==> config.mk <==
export PLATFORM = sky130hd
export DESIGN_NAME = mcsr_unit
export DESIGN_NICKNAME = d
export VERILOG_FILES = /design/src/rtl/mcsr_pkg.sv /design/src/rtl/mcsr_spr_port.sv /design/src/rtl/mcsr_set_gen.sv /design/src/rtl/mcsr_sticky_bit.sv /design/src/rtl/mcsr_unit.sv
export SDC_FILE = /design/constraint.sdc
export NUM_CORES = 1
export LEC_CHECK = 0
export ABC_AREA = 1
export BUFFER_PORTS_ARGS = -buffer_cell sky130_fd_sc_hd__buf_2
export CORE_MARGIN = 5
export CORE_UTILIZATION = 29
export DETAILED_ROUTE_END_ITERATION = 10
export GPL_TIMING_DRIVEN = 0
export PLACE_DENSITY = 0.76
export SLEW_MARGIN = 30
export SYNTH_ARGS = -nofsm -noshare
export SYNTH_HDL_FRONTEND = slang
export SYNTH_SLANG_ARGS = --single-unit
==> constraint.sdc <==
create_clock -name clk_i -period 1.2 [get_ports clk_i]
set_input_delay 0.36 -clock clk_i [delete_from_list [all_inputs] [get_ports clk_i]]
set_output_delay 0.36 -clock clk_i [all_outputs]
set_load 0.005 [all_outputs]
==> src/rtl/mcsr_pkg.sv <==
package mcsr_pkg;
  localparam int unsigned NUM_SRC    = 7;
  localparam int unsigned DATA_W     = 32;
  localparam int unsigned SPR_ADDR_W = 10;
  localparam logic [SPR_ADDR_W-1:0] SPR_NUM = 10'h23C;
  // big-endian image: summary is bit 0 (MSB), types follow, then imprecise
  localparam int unsigned SUM_IDX = DATA_W - 1;
  localparam int unsigned IMP_IDX = SUM_IDX - NUM_SRC - 1;

  function automatic int unsigned src_idx(input int unsigned k);
    return SUM_IDX - 1 - k;
  endfunction
endpackage

==> src/rtl/mcsr_spr_port.sv <==
module mcsr_spr_port
  import mcsr_pkg::*;
#(
  parameter int unsigned ADDR_W = SPR_ADDR_W,
  parameter int unsigned DW     = DATA_W,
  parameter logic [ADDR_W-1:0] REG_NUM = SPR_NUM
) (
  input  logic              super_i,
  input  logic              rd_i,
  input  logic              wr_i,
  input  logic [ADDR_W-1:0] addr_i,
  input  logic [DW-1:0]     wdata_i,
  output logic              rd_ok_o,
  output logic [DW-1:0]     clr_mask_o,
  output logic              priv_viol_o
);
  logic hit;

  assign hit         = (addr_i == REG_NUM);
  assign rd_ok_o     = hit & rd_i & super_i;
  assign clr_mask_o  = (hit & wr_i & super_i) ? wdata_i : '0;
  assign priv_viol_o = hit & (rd_i | wr_i) & ~super_i;
endmodule

==> src/rtl/mcsr_set_gen.sv <==
module mcsr_set_gen
  import mcsr_pkg::*;
#(
  parameter int unsigned NSRC = NUM_SRC,
  parameter int unsigned DW   = DATA_W
) (
  input  logic [NSRC-1:0] err_i,
  input  logic            me_i,
  output logic [DW-1:0]   set_mask_o
);
  localparam int unsigned SUM = DW - 1;
  localparam int unsigned IMP = SUM - NSRC - 1;

  logic any_err;
  assign any_err = |err_i;

  assign set_mask_o[SUM] = any_err;
  assign set_mask_o[IMP] = any_err & ~me_i;
  assign set_mask_o[IMP-1:0] = '0;

  for (genvar k = 0; k < NSRC; k++) begin : g_src
    assign set_mask_o[SUM-1-k] = err_i[k];
  end
endmodule

==> src/rtl/mcsr_sticky_bit.sv <==
module mcsr_sticky_bit (
  input  logic clk_i,
  input  logic rst_ni,
  input  logic set_i,
  input  logic clr_i,
  output logic q_o
);
  // set has priority over clear
  always_ff @(posedge clk_i or negedge rst_ni) begin
    if (!rst_ni)     q_o <= 1'b0;
    else if (set_i)  q_o <= 1'b1;
    else if (clr_i)  q_o <= 1'b0;
  end
endmodule

==> src/rtl/mcsr_unit.sv <==
module mcsr_unit
  import mcsr_pkg::*;
#(
  parameter int unsigned NSRC   = NUM_SRC,
  parameter int unsigned DW     = DATA_W,
  parameter int unsigned ADDR_W = SPR_ADDR_W,
  parameter logic [ADDR_W-1:0] REG_NUM = SPR_NUM
) (
  input  logic              clk_i,
  input  logic              rst_ni,
  input  logic [NSRC-1:0]   err_i,
  input  logic              msr_me_i,
  input  logic              spr_super_i,
  input  logic              spr_rd_i,
  input  logic              spr_wr_i,
  input  logic [ADDR_W-1:0] spr_addr_i,
  input  logic [DW-1:0]     spr_wdata_i,
  output logic [DW-1:0]     spr_rdata_o,
  output logic              priv_viol_o,
  output logic              mc_irq_o
);
  localparam int unsigned SUM = DW - 1;
  localparam int unsigned IMP = SUM - NSRC - 1;

  logic          rd_ok;
  logic [DW-1:0] clr_mask;
  logic [DW-1:0] set_mask;
  logic [DW-1:0] status_q;

  mcsr_spr_port #(
    .ADDR_W (ADDR_W),
    .DW     (DW),
    .REG_NUM(REG_NUM)
  ) u_port (
    .super_i    (spr_super_i),
    .rd_i       (spr_rd_i),
    .wr_i       (spr_wr_i),
    .addr_i     (spr_addr_i),
    .wdata_i    (spr_wdata_i),
    .rd_ok_o    (rd_ok),
    .clr_mask_o (clr_mask),
    .priv_viol_o(priv_viol_o)
  );

  mcsr_set_gen #(
    .NSRC(NSRC),
    .DW  (DW)
  ) u_set (
    .err_i     (err_i),
    .me_i      (msr_me_i),
    .set_mask_o(set_mask)
  );

  for (genvar b = IMP; b <= SUM; b++) begin : g_bit
    mcsr_sticky_bit u_bit (
      .clk_i (clk_i),
      .rst_ni(rst_ni),
      .set_i (set_mask[b]),
      .clr_i (clr_mask[b]),
      .q_o   (status_q[b])
    );
  end

  // reserved field
  assign status_q[IMP-1:0] = '0;

  assign spr_rdata_o = rd_ok ? status_q : '0;
  assign mc_irq_o    = status_q[SUM] & msr_me_i;
endmodule

* After elaboration in Yosys (flattened, before gate mapping)
Index checks and enable logic that the tools add are counted.
** Cells by class
- Reductions and logical operators :: 10
- Multiplexer cells :: 20
- Bitwise logic cells :: 11
- Equality and inequality tests :: 1
** Operator list (count)
- $mux W32 :: 2
- $mux W1 :: 18
- $reduce_bool A2 Y1 :: 9
- $eq A10 B10 Y1 const B :: 1
- $and A1 B1 Y1 :: 8
- $reduce_or A7 Y1 :: 1
- $not A1 Y1 :: 2
- $or A1 B1 Y1 :: 1
** Word-level totals
- Input bits :: 55
- Output and inout port bits :: 34
- Flip-flop bits (word level) :: 9
- Logic and storage cells :: 51

* Longest topological paths before layout
Gate-level depths: netlist of run 1.
- Word-level depth :: 6
- Gate-level depth with buffers :: 8
- Mapped depth without buffers :: 7

* Modules after synthesis
From an unflattened synthesis of run 1, not the netlist that was laid out.
** Second synthesis, totals
- Cells, all modules :: 216
- Area total of the unflattened synthesis :: 1340.0 um^2
** Modules (own cells, without submodules)
- mcsr_spr_port :: seq. area each 0.0 um^2, times used 1, area each 444.2 um^2, cells an instance 85
- mcsr_sticky_bit :: seq. area each 25.0 um^2, times used 9, area each 40.0 um^2, cells an instance 5
- mcsr_set_gen :: seq. area each 0.0 um^2, times used 1, area each 272.8 um^2, cells an instance 41
- mcsr_unit :: seq. area each 0.0 um^2, times used 1, area each 262.8 um^2, cells an instance 45

* Worst setup path before layout of run 1
Ideal clock, no wire load.
- Path kind :: input port to output port
- Start point :: in spr_addr_i[7]
- End point :: out priv_viol_o
- Buffers on the path :: 1
- Slack :: -0.110 ns
- Stages on the path :: 6
- Required time :: 0.840 ns
- Arrival :: 0.950 ns
- Cell sequence :: nor2_1 nand3_1 nor2_2 buf_6 o21ai_1 nor2_1
** On the way
- Cells in the longest elaborated chain, start to end :: 3
** RTL lines
- from (decl) :: RTL line mcsr_unit.sv:16 : input logic [ADDR_W-1:0] spr_addr_i,
- $eq A10 B10 Y1 :: RTL line mcsr_spr_port.sv:19 : assign hit = (addr_i == REG_NUM);
- $and A1 B1 Y1 (2 in series) :: RTL line mcsr_spr_port.sv:22 : assign priv_viol_o = hit & (rd_i | wr_i) & ~super_i;
- to (decl) :: RTL line mcsr_unit.sv:19 : output logic priv_viol_o,
No other way between the ends.

* Final worst setup path of run 1
- Start point :: in spr_addr_i[8]
- End point :: out priv_viol_o
The elaborated chain is that of the path after synthesis.

==> results of run 1 <==
-- critical path: stages --
cell,delay (ns)
buf_6,0.09
inv_2,0.03
nand4_1,0.12
nor2_4,0.21
buf_6,0.12
o21ai_2,0.04
nor2_1,0.09
buf_2,0.12
-- cells in the final DEF (no fill, tap or decap) --
cell type,n
or2_2,1
buf_2,38
nand3_2,1
inv_1,18
nand3_1,1
o21ai_2,1
nand4_1,10
nor3_1,1
nand3_4,2
nand2_1,20
clkbuf_1,1
dlygate4sd3_1,1
inv_2,2
buf_6,6
dfrtp_1,9
nor2_4,3
conb_1,23
clkbuf_4,3
nor2_2,6
nor2_1,6
buf_4,25
-- power groups by stage --
| stage | clock, mW | sequential [mW] | combinational (mW) |
|---|---|---|---|
| after CTS | 0.239 | 0.303 | 0.179 |
| after global placement | 0 | 0.309 | 0.163 |
| after floorplan | 0 | 0.309 | 0.0970 |
| after detailed placement | 0 | 0.309 | 0.166 |
| final | 0.226 | 0.303 | 0.188 |
| after global routing | 0.259 | 0.303 | 0.208 |
-- worst max path at each step --
stage,startpoint,end,slack [ns],cells past startpoint
after floorplan,spr_addr_i[7],spr_rdata_o[23],-0.10,5
after global placement,spr_addr_i[7],spr_rdata_o[23],-0.43,7
after detailed placement,spr_addr_i[7],spr_rdata_o[24],-0.49,7
after CTS,spr_addr_i[7],spr_rdata_o[30],-0.37,7
after global routing,spr_addr_i[8],priv_viol_o,-0.43,8
final,spr_addr_i[8],priv_viol_o,-0.35,8
-- area by class of cell --
type / instances / area (µm²) / area share
flip-flops and latches: 9 / 225 / 0.187
well taps: 30 / 37.5 / 0.0311
repair buffers: 44 / 262 / 0.217
plain buffers: 26 / 194 / 0.161
multi-input cells: 75 / 388 / 0.321
inverters: 20 / 75.1 / 0.0622
clock buffers: 4 / 26.3 / 0.0218
-- logic make-up after synthesis --
group	Yosys count
AND/OR/NAND/NOR	50
buffers and inverters	46
flip-flops	9
AO/OA/AOI/OAI	1
other	1
-- stage by stage --
step	util	TNS (ns)	total power [mW]
after global placement	0.443	-4.65	0.472
after floorplan	-	-1.01	0.406
after detailed placement	0.443	-5.16	0.475
after global routing	0.496	-4.12	0.770
final	0.496	-3.23	0.718
after CTS	0.479	-3.63	0.721
-- per-layer routing --
layer	part of all wire	routed length, µm	GRT usage
met1	0.34	697	0.113
met2	0.54	1090	0.187
met3	0.099	201	0.0108
met4	0.023	46	0.0759
met5	0	0	0
-- timing repair --
item | in CTS | in global routing
setup buffers | 1 | 1
gates cloned | 1 | 0
endpoints found under the hold margin | 9 | 0
hold buffers | 1 | 0
pin swaps | 4 | 5
endpoints found under the setup margin | 11 | 17
resized for setup | 6 | 10
==> results.yml, run 1 <==
route:
  wire_per_inst_um: 9.77
  dr.pass1.iters: 4
  ant_nets: 0
  num_vias: 765
  first_iter_violations: 11
  drc: 0
  via_per_inst: 3.68
  wl_um: 2030
floorplan:
  initial_utilization: 0.300
  coreArea_um2: 2430
  die_h_um: 60.2
  dieWidth_um: 60.2
  die_area_um2: 3620
  row_count: 18
  boundaryPins: 89
synth:
  ys_seq_area_frac: 0.308
  syn_area_per_cell_um2: 6.83
  synth_edf_count: 0
  synth_most_common_cell: "buf_4"
  synth_compound_area_frac: 0.00685
  syn_area_um2: 731
  yosys_warnings: 0
  synth.area.mux_share: 0
  synthSimpleGateAreaFrac: 0.312
  synth_cell_types: 15
  synth_top_family_by_area: "buffers and inverters"
  synth_cells: 107
  synth.top_cell.area_share: 0.308
  synth_ff_type: "dfrtp_1"
  async_flop_share: 1.00
  yosys.area.top_type: "dfrtp_1"
  ys_seq_elements: 9
  synthTopCellsByArea: "dfrtp_1 31%, buf_4 24%, inv_1 10%"
  synthAdderAreaFrac: 0
  synth_xor_area_frac: 0
  synth_common_cells: "23 x buf_4, 20 x inv_1, 20 x nand2_1"
finish:
  drive_above_1_share: 0.494
  largest_reg_flops: 9
  fillerInstances: 255
  instances_no_fill: 208
  num_antenna_cells: 0
  regMostFlops: "g_bit.u_bit.q_o"
  postLayoutCellArea_um2: 1210
  nets: 234
  areaGrowthSynthToFinish_pct: 65.2
  top_regs: "g_bit.u_bit.q_o: 9 flops"
power:
  powerDensity_nw_per_um2: 594
  pwr-share-seq: 0.423
  p_switching_mw: 0.180
  switching_share: 0.251
  clockPowerShare: 0.316
  p_comb_frac: 0.262
  p_leak_nw: 0.801
  p_int_mw: 0.538
  vdd_drop_max_v: 0.000323
outcome:
  status: "finished with violations"
  failed_checks: "negative setup slack"
timing:
  rsz0062_at_grt: "true"
  min_period_over_period: 1.29
  setup_ws_ns: -0.348
  hold_violations: 0
  setup_viol: 11
  finalClockSkew_ns: 0
  period_needed_ns: 1.55
  slew_viol_final: 0
  max_freq_mhz: 646
  finalHoldWorstSlack_ns: 0.303
clock_tree:
  clock-sinks: 9
  clkTransAtPathRegs_ns: 0.06
  numCtsBuffers: 3
  clock_latency_ns: 0.25
  cts_tree: "done"
  htreeDepth: 1
  cts-root-buf: "clkbuf_4"
  cts_buffer_depth: 2
place:
  pre_cts_slack_ns: -0.492
  placed_area_um2: 1080
  portBuffers: 41
  dp_hpwl_um: 1660
  place_congestion: 0.791
  dp_cells: 200
critical_path:
  r2r-end: "g_bit[31].u_bit.q_o"
  reg2reg_depth: 3
  required_ns: 0.84
  start_kind: "input port"
  rrSetupSlack_ns: 0.47
  rr_startpoint: "g_bit[31].u_bit.q_o"
  end_kind: "output pin"
  crit_path_max_fanout: 3
  arrival_ns: 1.19
  path_class: "input port to output pin"
min_path:
  worstHoldEndpoint: "g_bit[29].u_bit.q_o"
  hold_start: "err_i[1]"
  hold_class: "input port to flip-flop"
  hold_path_depth: 3
global_routing:
  grt_pass1_wl_um: 2820
  grt_max_degree: 11
  grt.overflow.total: 0
  grtUsageTotal: 0.105
  grt_pass1_vias: 722
  antenna_found_initial: 0
run:
  max-cap-violations: 0
(Power assumes the default switching activity.)
==> run 2: changes to the inputs <==
CORE_UTILIZATION = 35   (was 29)
PLACE_DENSITY = 0.85   (was 0.76)
clock period = 2 ns   (was 1.2 ns; I/O delays follow)
==> run 2 against run 1 <==
The flow still finishes with violations (negative setup slack). Clock power down 38%. Via count up 3.7%. Cell count down 2.4%. Clock skew unchanged. Critical path type unchanged. Critical endpoint is now spr_rdata_o[27].
==> results.yml, run 2 (synthesis results as in run 1) <==
floorplan:
  row_count: 16
  die_h_um: 55.7
  dieWidth_um: 55.7
  boundaryPins: 89
  coreArea_um2: 1980
  initial_utilization: 0.369
  die_area_um2: 3100
finish:
  final_util: 0.588
  drive_above_1_share: 0.483
  postLayoutCellArea_um2: 1170
  layout_common_cells: "40 x buf_2, 24 x buf_4, 23 x conb_1, 20 x nand2_1, 19 x inv_1"
  largest_reg_flops: 9
  nets: 232
  regMostFlops: "g_bit.u_bit.q_o"
  top_regs: "g_bit.u_bit.q_o: 9 flops"
  num_antenna_cells: 0
  instances_no_fill: 203
  final_common_cell: "buf_2"
  areaGrowthSynthToFinish_pct: 59.6
place:
  place_congestion: 0.753
  dp_hpwl_um: 1580
  placed_area_um2: 1050
  portBuffers: 41
  pre_cts_slack_ns: -0.106
  dp_cells: 197
run:
  max-cap-violations: 0
clock_tree:
  cts-root-buf: "clkbuf_4"
  clock-sinks: 9
  htreeDepth: 1
  numCtsBuffers: 3
  ctsHoldBuffers: 0
  cts_tree: "done"
  clock_latency_ns: 0.25
  clkTransAtPathRegs_ns: 0.06
  cts_buffer_depth: 2
timing:
  min_period_over_period: 1.02
  rsz0062_at_grt: "true"
  hold_violations: 0
  setup_ws_ns: -0.0361
  tns_ns: -0.188
  finalClockSkew_ns: 0
  max_freq_mhz: 491
  finalHoldWorstSlack_ns: 0.177
  slew_viol_final: 0
  setup_viol: 10
  period_needed_ns: 2.04
global_routing:
  antenna_found_initial: 0
  grtUsageTotal: 0.129
  grt_pass1_wl_um: 3190
  grt.overflow.total: 0
  grt_max_degree: 11
  grt_pass1_vias: 759
route:
  via_per_inst: 3.91
  wl_um: 2050
  dr.pass1.iters: 2
  num_vias: 793
  ant_nets: 0
  first_iter_violations: 9
  wire_per_inst_um: 10.1
  drc: 0
power:
  p_comb_frac: 0.252
  pwr-share-seq: 0.424
  p_switching_mw: 0.111
  p_leak_nw: 0.791
  vdd_drop_max_v: 0.000204
  clockPowerShare: 0.324
  switching_share: 0.259
  powerDensity_nw_per_um2: 369
  power_mw: 0.430
  p_int_mw: 0.319
critical_path:
  start_kind: "input port"
  path_class: "input port to output pin"
  required_ns: 1.40
  arrival_ns: 1.44
  end_kind: "output pin"
  crit_path_max_fanout: 5
outcome:
  failed_checks: "negative setup slack"
  status: "finished with violations"
min_path:
  hold_class: "input port to asynchronous set/reset pin"
run 2: cell count changes in the layout (fill, tap and decap cells not counted):
cell,before,now
inv_2,2,1
dlygate4sd3_1,1,0
buf_4,25,24
buf_6,6,4
buf_2,38,40
nor2_4,3,2
inv_1,18,19
nor2_1,6,7
run 2: power by group through the flow:
stage,Clock [mW],Combinational (mW),Sequential (mW)
floorplan,0,0.0562,0.186
global placement,0,0.0936,0.185
detailed placement,0,0.0946,0.185
CTS,0.145,0.103,0.182
global route,0.151,0.121,0.182
finish,0.139,0.108,0.182
run 2: per-layer routing:
metal  vias to the layer above  part of all wire  track usage
li1                        420                 -            -
met1                       328              0.38        0.144
met2                        43              0.51        0.225
met3                         2              0.10       0.0418
met4                         0            0.0068       0.0521
met5                         -                 0            0
run 2: final timing paths:
path                                      from                   to  slack (ns)  cells past startpoint
max                              spr_addr_i[8]      spr_rdata_o[27]       -0.04                      7
min                                     rst_ni  g_bit[26].u_bit.q_o        0.18                      1
max reg2reg                g_bit[31].u_bit.q_o  g_bit[31].u_bit.q_o        1.38                      2
min reg2reg                g_bit[28].u_bit.q_o  g_bit[28].u_bit.q_o        0.47                      2
max in group asynchronous               rst_ni  g_bit[30].u_bit.q_o        1.64                      1
min in group clk_i         g_bit[28].u_bit.q_o  g_bit[28].u_bit.q_o        0.47                      2
run 2: what timing repair did:
item,in CTS,in global routing
buffers inserted,1,0
cloned,1,0
pin swaps,9,5
resized for setup,11,6
setup endpoints to repair,10,10
run 2: cell type report:
| cell class | count | area, µm² |
|---|---|---|
| Fill cell | 183 | 816 |
| Multi-Input combinational cell | 75 | 380 |
| Timing Repair Buffer | 42 | 231 |
| Sequential cell | 9 | 225 |
| Buffer | 26 | 194 |
| Inverter | 20 | 75.1 |
| Tap cell | 27 | 33.8 |
| Clock buffer | 4 | 26.3 |
run 2: worst max-delay path, stage by stage:
cell,delay (ns)
buf_6,0.09
inv_2,0.03
nand4_1,0.12
nor2_4,0.22
nand3_4,0.13
nor2_1,0.11
buf_2,0.12
==> run 3: changes to the inputs <==
CORE_UTILIZATION = 46   (was 35)
PLACE_DENSITY = 0.87   (was 0.85)
SYNTH_HIERARCHICAL = 1   (was unset)
==> run 3 against run 2 <==
Worst hold slack lost 0.0089 ns. Routed wire length up 2.5%. Area after synthesis up 26%. Largest power group unchanged. Die area decreased by 3.3%. Flip-flop and latch count did not move. Clock power barely moved. The flow still finishes with violations (negative setup slack). Via count rose by 12%. Cell count is 20% higher. Global-route usage rose by 1.1 points. Core utilization increased by 13 points. Critical endpoint is now spr_rdata_o[23].
==> results.yml, run 3 <==
timing:
  rsz0062_at_grt: "true"
  setup_viol: 9
  max_freq_mhz: 454
  finalClockSkew_ns: 0
  hold_violations: 0
  period_needed_ns: 2.20
  slew_viol_final: 0
  min_period_over_period: 1.10
  setup_ws_ns: -0.203
finish:
  regMostFlops: "g_bit.u_bit/q_o"
  instances_no_fill: 243
  final_common_cell: "inv_1"
  largest_reg_flops: 9
  areaGrowthSynthToFinish_pct: 51.0
  num_antenna_cells: 0
  nets: 272
  drive_above_1_share: 0.491
  layout_common_cells: "41 x inv_1, 35 x buf_2, 33 x buf_4, 28 x nand2_1, 23 x conb_1"
  fillerInstances: 159
  top_regs: "g_bit.u_bit/q_o: 9 flops"
  final_util: 0.717
min_path:
  hold_class: "input port to asynchronous set/reset pin"
critical_path:
  startpoint: "spr_addr_i[6]"
  endpoint: "spr_rdata_o[23]"
  rrSetupSlack_ns: 1.35
  arrival_ns: 1.60
  r2r-end: "g_bit[25].u_bit/q_o"
  rr_startpoint: "g_bit[25].u_bit/q_o"
  end_kind: "output pin"
  path_class: "input port to output pin"
  reg2reg_depth: 2
  crit_path_max_fanout: 4
  start_kind: "input port"
  required_ns: 1.40
clock_tree:
  cts-root-buf: "clkbuf_4"
  cts_buffer_depth: 2
  ctsHoldBuffers: 0
  cts_tree: "done"
  clkTransAtPathRegs_ns: 0.05
  numCtsBuffers: 3
  htreeDepth: 1
  clock-sinks: 9
  clock_latency_ns: 0.26
power:
  vdd_drop_max_v: 0.000325
  pwr-share-seq: 0.414
  powerDensity_nw_per_um2: 316
  p_switching_mw: 0.109
  clockPowerShare: 0.312
  p_leak_nw: 0.922
  p_comb_frac: 0.275
  p_int_mw: 0.331
  switching_share: 0.248
global_routing:
  antenna_found_initial: 0
  grt_pass1_wl_um: 2970
  grtUsageTotal: 0.140
  grt_max_degree: 10
  grt_pass1_vias: 792
  grt.overflow.total: 0
floorplan:
  coreArea_um2: 1940
  boundaryPins: 89
  row_count: 16
  dieWidth_um: 54.8
  initial_utilization: 0.475
  die_h_um: 54.8
  die_area_um2: 3000
route:
  first_iter_violations: 18
  via_per_inst: 3.67
  wl_met1_um: 676
  wire_per_inst_um: 8.65
  ant_nets: 0
  wl_um: 2100
  drc: 0
  dr.pass1.iters: 4
  num_vias: 892
  met2_length_um: 1230
  maxUsedRoutingLayer: "met4"
  wl_met3_um: 137
place:
  dp_hpwl_um: 1570
  dp_cells: 236
  pre_cts_slack_ns: -0.198
  portBuffers: 42
  place_congestion: 0.808
synth:
  syn_area_per_cell_um2: 6.36
  syn_area_um2: 922
  synth_cells: 145
  yosys_warnings: 6
outcome:
  failed_checks: "negative setup slack"
  status: "finished with violations"
run:
  max-cap-violations: 0
run 3: area by class of cell:
cell class | count | area [µm²] | area share
sequential | 9 | 225 | 0.162
timing repair buffer | 45 | 280 | 0.201
multi-input combinational | 80 | 395 | 0.284
tap | 27 | 33.8 | 0.0243
clock buffer | 4 | 26.3 | 0.0189
buffer | 34 | 267 | 0.191
inverter | 44 | 165 | 0.119
run 3: critical path, stage by stage:
cell,delay [ns]
buf_6,0.10
nor2_4,0.09
nand2_2,0.06
nor2_4,0.14
nand3_2,0.11
nor2_4,0.14
buf_6,0.12
nand2_1,0.05
inv_1,0.07
buf_2,0.12
run 3: power groups by stage:
stage          registers [mW]  clock network [mW]  logic, mW
2_1_floorplan           0.186                   0     0.0696
3_3_place_gp            0.185                   0      0.106
3_5_place_dp            0.185                   0      0.108
4_1_cts                 0.182               0.146      0.112
5_1_grt                 0.182               0.156      0.137
6_report                0.182               0.137      0.121
run 3: what timing repair did:
action                                  in CTS  in global routing
pin swaps                                    0                  7
resized for setup                           10                 15
setup buffers                                0                  2
endpoints found under the setup margin       9                 10
cloned                                       1                  0
run 3: worst min-delay path by stage:
stage	start	end	slack (ns)	cells after the start
2_1_floorplan	rst_ni	g_bit[23].u_bit/q_o	0.30	0
3_3_place_gp	rst_ni	g_bit[29].u_bit/q_o	0.45	1
3_5_place_dp	rst_ni	g_bit[29].u_bit/q_o	0.45	1
4_1_cts	rst_ni	g_bit[24].u_bit/q_o	0.16	1
5_1_grt	rst_ni	g_bit[24].u_bit/q_o	0.16	1
6_report	rst_ni	g_bit[29].u_bit/q_o	0.17	1
run 3: metal layers:
| layer | GRT usage | vias to the layer above |
|---|---|---|
| met4 | 0.120 | 0 |
| met1 | 0.134 | 373 |
| met3 | 0.0109 | 6 |
| met5 | 0 | - |
| met2 | 0.264 | 31 |
| li1 | - | 482 |
run 3: metrics by stage:
| stage | total power [mW] | cell area [µm²] | TNS, ns | hold WS, ns |
|---|---|---|---|---|
| floorplan | 0.255 | 1000 | 0 | 0.304 |
| global route | 0.475 | 1390 | -1.96 | 0.164 |
| detailed placement | 0.293 | 1250 | -1.68 | 0.450 |
| finish | 0.440 | 1390 | -1.50 | 0.168 |
| global placement | 0.292 | 1250 | -1.44 | 0.451 |
| CTS | 0.440 | 1320 | -1.30 | 0.159 |
